File: config.mk
export PLATFORM = sky130hd
export DESIGN_NAME = wake_edge_ctrl
export DESIGN_NICKNAME = d
export VERILOG_FILES = /design/src/rtl/wake_pkg.sv /design/src/rtl/wake_sync.sv /design/src/rtl/wake_edge_chan.sv /design/src/rtl/wake_regbank.sv /design/src/rtl/wake_sleep_fsm.sv /design/src/rtl/wake_edge_ctrl.sv
export SDC_FILE = /design/constraint.sdc
export NUM_CORES = 1
export LEC_CHECK = 0
export ABC_CLOCK_PERIOD_IN_PS = 1800
export BUFFER_PORTS_ARGS = -buffer_cell sky130_fd_sc_hd__buf_4
export CORE_UTILIZATION = 59
export DETAILED_ROUTE_END_ITERATION = 10
export PLACE_DENSITY = 0.8
export SLEW_MARGIN = 20
export SYNTH_ARGS = -nofsm -noshare
export SYNTH_HDL_FRONTEND = slang
export SYNTH_SLANG_ARGS = --single-unit
File: constraint.sdc
create_clock -name clk -period 1.8 [get_ports clk]
set_clock_uncertainty 0.1 [all_clocks]
set_input_delay 0.18 -clock clk [delete_from_list [all_inputs] [get_ports clk]]
set_output_delay 0.18 -clock clk [all_outputs]
set_load 0.01 [all_outputs]
File: src/rtl/wake_pkg.sv
`timescale 1ns/1ps
package wake_pkg;
    localparam int unsigned REG_ADDR_W = 2;

    localparam logic [REG_ADDR_W-1:0] RA_ARM  = 2'd0;
    localparam logic [REG_ADDR_W-1:0] RA_POL  = 2'd1;
    localparam logic [REG_ADDR_W-1:0] RA_PEND = 2'd2;
    localparam logic [REG_ADDR_W-1:0] RA_CTRL = 2'd3;

    localparam int unsigned CTRL_IE  = 0;
    localparam int unsigned CTRL_SEL = 1;

    typedef enum logic {
        PS_AWAKE  = 1'b0,
        PS_ASLEEP = 1'b1
    } pwr_state_e;
endpackage

File: src/rtl/wake_sync.sv
`timescale 1ns/1ps
module wake_sync #(
    parameter int unsigned W      = 8,
    parameter int unsigned STAGES = 2
) (
    input  logic         clk,
    input  logic         rst_n,
    input  logic [W-1:0] d,
    output logic [W-1:0] q
);
    logic [W-1:0] chain [STAGES];

    for (genvar s = 0; s < STAGES; s++) begin : g_stage
        if (s == 0) begin : g_first
            always_ff @(posedge clk or negedge rst_n) begin
                if (!rst_n) chain[s] <= '0;
                else        chain[s] <= d;
            end
        end else begin : g_next
            always_ff @(posedge clk or negedge rst_n) begin
                if (!rst_n) chain[s] <= '0;
                else        chain[s] <= chain[s-1];
            end
        end
    end

    assign q = chain[STAGES-1];
endmodule

File: src/rtl/wake_edge_chan.sv
`timescale 1ns/1ps
module wake_edge_chan (
    input  logic clk,
    input  logic rst_n,
    input  logic lvl,
    input  logic arm,
    input  logic pol_fall,
    input  logic sw_clr,
    output logic hit,
    output logic pend
);
    logic prev_q;
    logic pend_q;

    always_ff @(posedge clk or negedge rst_n) begin
        if (!rst_n) prev_q <= 1'b0;
        else        prev_q <= lvl;
    end

    always_comb begin
        if (pol_fall) hit = arm & prev_q & ~lvl;
        else          hit = arm & ~prev_q & lvl;
    end

    // A set on the same edge as a clear wins.
    always_ff @(posedge clk or negedge rst_n) begin
        if (!rst_n) pend_q <= 1'b0;
        else        pend_q <= hit | (pend_q & ~sw_clr);
    end

    assign pend = pend_q;
endmodule

File: src/rtl/wake_regbank.sv
`timescale 1ns/1ps
module wake_regbank
    import wake_pkg::*;
#(
    parameter int unsigned N = 8
) (
    input  logic                  clk,
    input  logic                  rst_n,
    input  logic [REG_ADDR_W-1:0] bus_addr,
    input  logic                  bus_wr,
    input  logic [N-1:0]          bus_wdata,
    input  logic [N-1:0]          pend,
    output logic [N-1:0]          arm_q,
    output logic [N-1:0]          pol_q,
    output logic                  int_en,
    output logic                  src_sel,
    output logic [N-1:0]          pend_clr,
    output logic [N-1:0]          bus_rdata
);
    logic [N-1:0] ctrl_rd;

    always_ff @(posedge clk or negedge rst_n) begin
        if (!rst_n) begin
            arm_q   <= '0;
            pol_q   <= '0;
            int_en  <= 1'b0;
            src_sel <= 1'b0;
        end else if (bus_wr) begin
            unique case (bus_addr)
                RA_ARM:  arm_q <= bus_wdata;
                RA_POL:  pol_q <= bus_wdata;
                RA_CTRL: begin
                    int_en  <= bus_wdata[CTRL_IE];
                    src_sel <= bus_wdata[CTRL_SEL];
                end
                default: ;
            endcase
        end
    end

    assign pend_clr = (bus_wr && bus_addr == RA_PEND) ? ~bus_wdata : '0;

    always_comb begin
        ctrl_rd           = '0;
        ctrl_rd[CTRL_IE]  = int_en;
        ctrl_rd[CTRL_SEL] = src_sel;
    end

    always_comb begin
        unique case (bus_addr)
            RA_ARM:  bus_rdata = arm_q;
            RA_POL:  bus_rdata = pol_q;
            RA_PEND: bus_rdata = pend;
            default: bus_rdata = ctrl_rd;
        endcase
    end
endmodule

File: src/rtl/wake_sleep_fsm.sv
`timescale 1ns/1ps
module wake_sleep_fsm
    import wake_pkg::*;
(
    input  logic clk,
    input  logic rst_n,
    input  logic any_pend,
    input  logic sleep_req,
    output logic asleep,
    output logic sleep_nak
);
    pwr_state_e state_q, state_d;

    always_comb begin
        state_d = state_q;
        unique case (state_q)
            PS_AWAKE:  if (sleep_req && !any_pend) state_d = PS_ASLEEP;
            PS_ASLEEP: if (any_pend)               state_d = PS_AWAKE;
            default:                               state_d = PS_AWAKE;
        endcase
    end

    always_ff @(posedge clk or negedge rst_n) begin
        if (!rst_n) state_q <= PS_AWAKE;
        else        state_q <= state_d;
    end

    always_ff @(posedge clk or negedge rst_n) begin
        if (!rst_n) sleep_nak <= 1'b0;
        else        sleep_nak <= (state_q == PS_AWAKE) && sleep_req && any_pend;
    end

    assign asleep = (state_q == PS_ASLEEP);
endmodule

File: src/rtl/wake_edge_ctrl.sv
`timescale 1ns/1ps
module wake_edge_ctrl
    import wake_pkg::*;
#(
    parameter int unsigned NUM_PINS    = 8,
    parameter int unsigned SYNC_STAGES = 2,
    parameter int unsigned ALT_CHAN    = 6
) (
    input  logic                  clk,
    input  logic                  rst_n,
    input  logic [NUM_PINS-1:0]   pin_in,
    input  logic                  pwm_off,
    input  logic [REG_ADDR_W-1:0] bus_addr,
    input  logic                  bus_wr,
    input  logic [NUM_PINS-1:0]   bus_wdata,
    output logic [NUM_PINS-1:0]   bus_rdata,
    input  logic                  sleep_req,
    output logic                  sleep_nak,
    output logic                  asleep,
    output logic                  wake_req,
    output logic                  irq
);
    logic [NUM_PINS-1:0] wk_src;
    logic [NUM_PINS-1:0] wk_sync;
    logic [NUM_PINS-1:0] wk_arm;
    logic [NUM_PINS-1:0] wk_pol;
    logic [NUM_PINS-1:0] wk_clr;
    logic [NUM_PINS-1:0] wk_hit;
    logic [NUM_PINS-1:0] wk_pend;
    logic                wk_ie;
    logic                wk_sel;

    for (genvar i = 0; i < NUM_PINS; i++) begin : g_src
        if (i == ALT_CHAN) begin : g_alt
            assign wk_src[i] = wk_sel ? pwm_off : pin_in[i];
        end else begin : g_pin
            assign wk_src[i] = pin_in[i];
        end
    end

    wake_sync #(.W(NUM_PINS), .STAGES(SYNC_STAGES)) u_sync (
        .clk   (clk),
        .rst_n (rst_n),
        .d     (wk_src),
        .q     (wk_sync)
    );

    for (genvar i = 0; i < NUM_PINS; i++) begin : g_chan
        wake_edge_chan u_chan (
            .clk      (clk),
            .rst_n    (rst_n),
            .lvl      (wk_sync[i]),
            .arm      (wk_arm[i]),
            .pol_fall (wk_pol[i]),
            .sw_clr   (wk_clr[i]),
            .hit      (wk_hit[i]),
            .pend     (wk_pend[i])
        );
    end

    wake_regbank #(.N(NUM_PINS)) u_regs (
        .clk       (clk),
        .rst_n     (rst_n),
        .bus_addr  (bus_addr),
        .bus_wr    (bus_wr),
        .bus_wdata (bus_wdata),
        .pend      (wk_pend),
        .arm_q     (wk_arm),
        .pol_q     (wk_pol),
        .int_en    (wk_ie),
        .src_sel   (wk_sel),
        .pend_clr  (wk_clr),
        .bus_rdata (bus_rdata)
    );

    assign wake_req = |wk_pend;
    assign irq      = wk_ie & wake_req;

    wake_sleep_fsm u_fsm (
        .clk       (clk),
        .rst_n     (rst_n),
        .any_pend  (wake_req),
        .sleep_req (sleep_req),
        .asleep    (asleep),
        .sleep_nak (sleep_nak)
    );
endmodule

==> impl_metrics.csv, run 1 <==
group,metric,value,unit
routing,postRouteWirelength,4.42,mm
setup_path,path_class,"flop to primary output",
global_route,grt_overflow_total,0,
sta,fin_crit,1.76,ns
routing,num_vias,1451,
floorplan,die_w,61.9,um
logic_synthesis,synth-xor-area-share,0,
floorplan,num_io_pins,35,
logic_synthesis,yosysSeqAreaShare,0.615,
routing,first_iter_violations,57,
pwr,p_sw_frac,0.273,
place,port_buffers,34,
logic_synthesis,async_flop_share,1.00,
logic_synthesis,syn_area,2120,um^2
logic_synthesis,synth_area_leaders,"dfrtp_1, mux2_2, nand4bb_1, and4b_1, nor4bb_1",
routing,vias_per_cell,5.92,
sta,fin_setup_tns,0,ns
logic_synthesis,synth_ff_type,"dfrtp_1",
logic_synthesis,yosysTopAreaCellShare,0.615,
logic_synthesis,synth_most_common_cell,"dfrtp_1",
layout,drive_gt1_frac,0.392,
logic_synthesis,synth_mux_area_frac,0.151,
setup_path,crit_chain,"mux4_2 > buf_4",
sta,rsz0062_at_grt,"yes",
floorplan,die_area,3830,um^2
setup_path,max_stage_delay,0.48,ns
run,drv_cap,0,
layout,layout.nets,221,
pwr,intPower,1.99,mW
routing,drcViolationCount,0,
floorplan,initial_core_util,0.624,
setup_path,critPathRequiredTime,1.52,ns
sta,finalSetupViolCount,0,
global_route,grtUsageTotal,0.251,
routing,ant_nets,0,
floorplan,die_h,61.9,um
logic_synthesis,synth-edff-count,0,
logic_synthesis,synthAdderAreaFrac,0,
clocking,cts_tree,"yes",
pwr,power,2.73,mW
pwr,p_sw,0.746,mW
sta,hold_viol,0,
pwr,power.leakage,1.25,nW
place,gp_congestion,0.745,
hold_path,hold_path_class,"input pin to flop",
routing,wire_per_inst,18.1,um
global_route,grt_max_degree,53,
global_route,grt_pass1_vias,1392,
layout,fin_util,0.816,
layout,num_antenna_cells,0,
pwr,ir_drop,0.816,mV
logic_synthesis,synth_nets,156,
sta,fin_crit_sh,0.978,
place,place_hpwl,2.81,mm
pwr,p_comb_frac,0.203,
setup_path,path_max_fanout,3,
logic_synthesis,synthCells,133,
logic_synthesis,synth_seq_cells,52,
clocking,clk_latency,0.38,ns
clocking,clkSinkCount,52,
setup_path,cp_slowest_cell,"mux4_2",
clocking,cts_buffer_depth,2,
logic_synthesis,synth_top_area_cell,"dfrtp_1",
logic_synthesis,synth_top_family_by_area,"multiplexers",
floorplan,rows,21,
sta,tightestPinTransition,0.646,ns
setup_path,crit_arrival,1.48,ns
sta,finalMaxSlewViolations,0,
clocking,clk_pin_slew,0.14,ns
layout,areaGrowthSynthToFinish,30.8,%
logic_synthesis,yosys_warnings,0,
floorplan,core-area,3390,um^2
global_route,grt_pass1_wl,6.59,mm
sta,relSlewSlack,0.569,
pwr,p_seq_frac,0.557,
logic_synthesis,synth.distinct_cells,22,
status,status,"completed",
pwr,cellPowerDensity,988,nW/um^2
sta,fmax,0.568,GHz
clocking,htree_levels,2,
clocking,cts_buffers,5,
logic_synthesis,synthSimpleGateAreaFrac,0.148,
routing,drt_pass1_iterations,4,
global_route,antenna_found_initial,0,
clocking,root_buffer,"clkbuf_4",
logic_synthesis,netlist_top_cells_count,"dfrtp_1, mux2_2",
setup_path,cp-start-kind,"flop",
pwr,p_clk_frac,0.240,
setup_path,end_kind,"primary output",
logic_synthesis,syn-mean-instance-area,15.9,um^2
logic_synthesis,synth_compound_area_frac,0.0686,
## logic make-up after synthesis
family                 count (synthesis)
AO/OA/AOI/OAI                         17
buffers and inverters                  5
AND/OR/NAND/NOR                       32
multiplexers                          27
flip-flops                            52
## metrics by stage
stage | setup WS (ns) | hold slack [ns] | cells | instance area, um^2
2_1_floorplan | 0.467 | -0.216 | 133 | 2120
3_3_place_gp | 0.319 | 0.130 | 212 | 2420
3_5_place_dp | 0.248 | 0.147 | 212 | 2420
4_1_cts | 0.0310 | 0.0946 | 242 | 2740
5_1_grt | -0.0163 | 0.101 | 245 | 2770
6_report | 0.0390 | 0.101 | 245 | 2770
## routing by layer
layer	GRT usage	wire, um	share of wire	vias to the layer above
met5	0	0	0	-
met4	0.140	148	0.033	0
met3	0.0538	234	0.053	17
met2	0.412	2260	0.51	53
met1	0.311	1780	0.40	727
li1	-	-	-	654
## power groups by stage
| stage | sequential [mW] | combinational, mW | clock, mW |
|---|---|---|---|
| finish | 1.52 | 0.556 | 0.655 |
| global route | 1.54 | 0.600 | 0.709 |
| CTS | 1.52 | 0.539 | 0.667 |
| detailed placement | 1.52 | 0.466 | 0 |
| global placement | 1.50 | 0.448 | 0 |
| floorplan | 1.46 | 0.291 | 0 |
## cell type report
cell class / count / area, um^2
clock buffers: 5 / 37.5
repair buffers: 63 / 524
flip-flops and latches: 52 / 1300
multi-input cells: 76 / 803
clock inverters: 3 / 42.5
well taps: 46 / 57.6
fillers: 201 / 623
## placed cells by master (no fill, tap or decap), drive strengths merged
master        n
dfrtp        52
buf          44
mux2         19
dlygate4sd3  19
nand4bb       8
nor4bb        8
and4b         8
a211o         8
mux2i         6
o2bb2ai       6
clkbuf        5
mux4          2
nor4          2
nor2b         1
nand2         1
a21boi        1
nand2b        1
a21oi         1
o211a         1
nor3b         1
nand3         1
nand3b        1
clkinvlp      1
bufinv        1
clkinv        1
## worst max-delay path, delay by kind of cell, from the launching register on
kind,cells,cell delay [ns]
buffers and inverters,1,0.16
flip-flops,1,0.46
multiplexers,1,0.48
## state kept, by name, indices dropped and copies added (netlist names)
| name | flops |
|---|---|
| g_chan.u_chan.pend | 8 |
| g_chan.u_chan.prev_q | 8 |
| u_fsm.asleep | 1 |
| u_fsm.sleep_nak | 1 |
| u_regs.arm_q | 8 |
| u_regs.int_en | 1 |
| u_regs.pol_q | 8 |
| u_regs.src_sel | 1 |
| u_sync.chain | 8 |
| u_sync.q | 8 |
## worst paths after layout
kind,slack [ns],to,from,depth (start not counted)
setup reg to reg,0.28,u_sync.chain[14],u_regs.src_sel,2
setup / recovery,0.04,bus_rdata[0],g_chan[0].u_chan.pend,2
max in group asynchronous,0.92,g_chan[2].u_chan.pend,rst_n,2
hold / removal,0.10,g_chan[6].u_chan.pend,bus_wr,3
hold reg to reg,0.26,u_sync.q[1],u_sync.chain[9],0
min in group asynchronous,0.24,u_fsm.sleep_nak,rst_n,2
## what timing repair did
action / in CTS / in global routing
endpoints found under the setup margin: 2 / 2
pin swaps: 1 / 2
endpoints found under the hold margin: 80 / 0
hold buffers: 19 / 0
resized for setup: 4 / 2
buffers inserted: 3 / 3
(Power assumes the default switching activity.)
==> run 2, diff against run 1 <==
--- a/config.mk
+++ b/config.mk
@@ -5,6 +5,7 @@
 export SDC_FILE = /design/constraint.sdc
 export NUM_CORES = 1
 export LEC_CHECK = 0
+export ABC_AREA = 1
 export ABC_CLOCK_PERIOD_IN_PS = 1800
 export BUFFER_PORTS_ARGS = -buffer_cell sky130_fd_sc_hd__buf_4
 export CORE_UTILIZATION = 59
==> run 2 against run 1 <==
  * Via count up 18%
  * Global-route usage about the same
  * Clock-buffer cell count up 2
  * Total power down 6.5%
==> impl_metrics.csv, run 2 <==
group,metric,value,unit
status,status,"completed",
pwr,p_sw_frac,0.273,
floorplan,initial_core_util,0.637,
hold_path,hold_start,"sleep_req",
pwr,p_comb_frac,0.172,
pwr,p_sw,0.698,mW
clocking,htree_levels,2,
setup_path,reg2reg_depth,4,
setup_path,cp-start-kind,"flop",
logic_synthesis,yosys_warnings,0,
global_route,grt_max_degree,53,
clocking,clk_latency,0.30,ns
global_route,antenna_found_initial,0,
sta,fin_crit_sh,0.892,
setup_path,end_kind,"primary output",
logic_synthesis,synth_top_area_cell,"dfrtp_1",
logic_synthesis,synth_area_leaders,"dfrtp_1, nand2_1, inv_1, nand3_1, o21ai_2",
sta,tightestPinTransition,0.624,ns
setup_path,crit_arrival,1.33,ns
sta,fin_crit,1.61,ns
floorplan,die_area,3970,um^2
clocking,cts_buffers,5,
logic_synthesis,syn-mean-instance-area,9.10,um^2
global_route,grt_overflow_total,0,
layout,layout.nets,308,
pwr,p_seq_frac,0.559,
layout,stdcell_area,2640,um^2
setup_path,setup.worst_path.end,"irq",
logic_synthesis,yosysTopAreaCellShare,0.593,
routing,vias_per_cell,5.18,
global_route,grt_pass1_wl,7.48,mm
routing,first_iter_violations,130,
logic_synthesis,synth_ff_type,"dfrtp_1",
logic_synthesis,synth_seq_cells,52,
place,placed_area,2460,um^2
floorplan,die_h,63.0,um
floorplan,rows,21,
global_route,grtUsageTotal,0.251,
pwr,power.leakage,1.35,nW
floorplan,core-area,3440,um^2
layout,drive_gt1_frac,0.193,
sta,rsz0062_at_grt,"no",
clocking,root_buffer,"clkbuf_8",
logic_synthesis,synth.distinct_cells,21,
floorplan,die_w,63.0,um
place,gp_congestion,0.805,
logic_synthesis,yosysSeqAreaShare,0.593,
clocking,cts_tree,"yes",
setup_path,r2r_setup_slack,0.72,ns
routing,ant_nets,0,
setup_path,rr_startpoint,"g_chan[3].u_chan.pend",
layout,num_antenna_cells,0,
logic_synthesis,async_flop_share,1.00,
sta,hold_viol,0,
logic_synthesis,synth_nets,264,
pwr,p_clk_frac,0.270,
sta,finalMaxSlewViolations,0,
clocking,post_cts_buffers,0,
run,drv_cap,0,
sta,relSlewSlack,0.584,
sta,fmax,0.623,GHz
global_route,grt_pass1_vias,1697,
floorplan,num_io_pins,35,
hold_path,hold_path_class,"input pin to flop",
layout,seq_area,1300,um^2
clocking,clk_pin_slew,0.08,ns
pwr,intPower,1.86,mW
logic_synthesis,synth-edff-count,0,
setup_path,path_class,"flop to primary output",
layout,fillCellCount,265,
sta,fin_setup_tns,0,ns
routing,drt_pass1_iterations,4,
pwr,cellPowerDensity,968,nW/um^2
setup_path,critPathRequiredTime,1.52,ns
setup_path,path_max_fanout,3,
routing,postRouteWirelength,4.20,mm
setup_path,crit_path_start,"g_chan[3].u_chan.pend",
setup_path,rr_endpoint,"u_fsm.sleep_nak",
layout,areaGrowthSynthToFinish,20.4,%
logic_synthesis,syn_area,2190,um^2
logic_synthesis,synthCells,241,
layout,multi_input_area,711,um^2
clocking,cts_buffer_depth,2,
logic_synthesis,netlist_top_cells_count,"nand2_1, dfrtp_1, inv_1, nand3_1, nand4_1",
place,port_buffers,34,
clocking,clkSinkCount,52,
layout,mostFrequentLayoutCell,"nand2_1",
routing,wire_per_inst,12.7,um
logic_synthesis,synth_most_common_cell,"nand2_1",
pwr,ir_drop,0.631,mV
routing,num_vias,1714,
routing,drcViolationCount,0,
layout,mostFrequentLayoutCells,"nand2_1, dfrtp_1, inv_1",
sta,finalSetupViolCount,0,
place,place_hpwl,2.94,mm
-- run 2: changes by cell type after synthesis, moves of 9 or more --
cell | before | now
nand3_1 | 1 | 15
o21ai_0 | 0 | 9
mux2_2 | 19 | 1
inv_1 | 0 | 35
nand2_1 | 1 | 84
nand4_1 | 0 | 10
-- run 2: power by group through the flow --
| stage | logic (mW) | registers (mW) | clock network (mW) |
|---|---|---|---|
| after floorplan | 0.270 | 1.41 | 0 |
| after global placement | 0.410 | 1.44 | 0 |
| after detailed placement | 0.426 | 1.45 | 0 |
| after CTS | 0.442 | 1.43 | 0.706 |
| after global routing | 0.504 | 1.45 | 0.747 |
| final | 0.438 | 1.43 | 0.689 |
-- run 2: worst max-delay path: stages (launching register included) --
cell,delay (ns)
dfrtp_1,0.41
nor2_1,0.11
nand2_1,0.11
nor2_1,0.19
nor2_1,0.07
buf_4,0.14
-- run 2: final cells by class --
| type | instances | share of cell area |
|---|---|---|
| Clock buffer | 7 | 0.0365 |
| Inverter | 37 | 0.0526 |
| Multi-Input combinational cell | 147 | 0.269 |
| Sequential cell | 52 | 0.493 |
| Tap cell | 46 | 0.0218 |
| Timing Repair Buffer | 42 | 0.127 |
-- run 2: routing by layer --
metal / routed length, um / track usage / share of wire
met5: 0 / 0 / 0
met4: 69 / 0.105 / 0.016
met3: 200 / 0.0620 / 0.048
met2: 2100 / 0.410 / 0.50
met1: 1830 / 0.317 / 0.44
-- run 2: what timing repair did --
item / 4_1_cts / 5_1_grt
resized for setup: 0 / 0
endpoints found under the hold margin: 59 / 0
hold buffers: 8 / 0
-- run 2: logic make-up (layout without fill, tap and decap cells) --
family	after synthesis	count (layout)	synth area share
AOI/OAI and AO/OA	24	24	0.0753
buffers and inverters	42	86	0.0827
DFF	52	52	0.593
muxes	1	1	0.00513
and+or+nand+nor	122	122	0.244
-- run 2: per-stage QoR --
stage	std cells	util	hold WS [ns]	worst slack, ns	total power, mW
6_report	331	0.767	0.0192	0.195	2.55
4_1_cts	331	0.767	0.0110	0.189	2.57
5_1_grt	331	0.767	0.0202	0.101	2.70
3_5_place_dp	316	0.716	0.142	0.459	1.87
3_3_place_gp	316	0.716	0.144	0.485	1.85
2_1_floorplan	241	-	-0.216	0.750	1.68
-- run 2: worst min-delay path by stage --
| stage | end | slack, ns | cells after the start |
|---|---|---|---|
| final | u_fsm.sleep_nak | 0.02 | 3 |
| after global routing | u_sync.chain[14] | 0.02 | 2 |
| after detailed placement | u_sync.q[7] | 0.14 | 1 |
| after floorplan | g_chan[0].u_chan.pend | -0.22 | 0 |
| after global placement | g_chan[7].u_chan.prev_q | 0.14 | 1 |
| after CTS | u_fsm.sleep_nak | 0.01 | 3 |
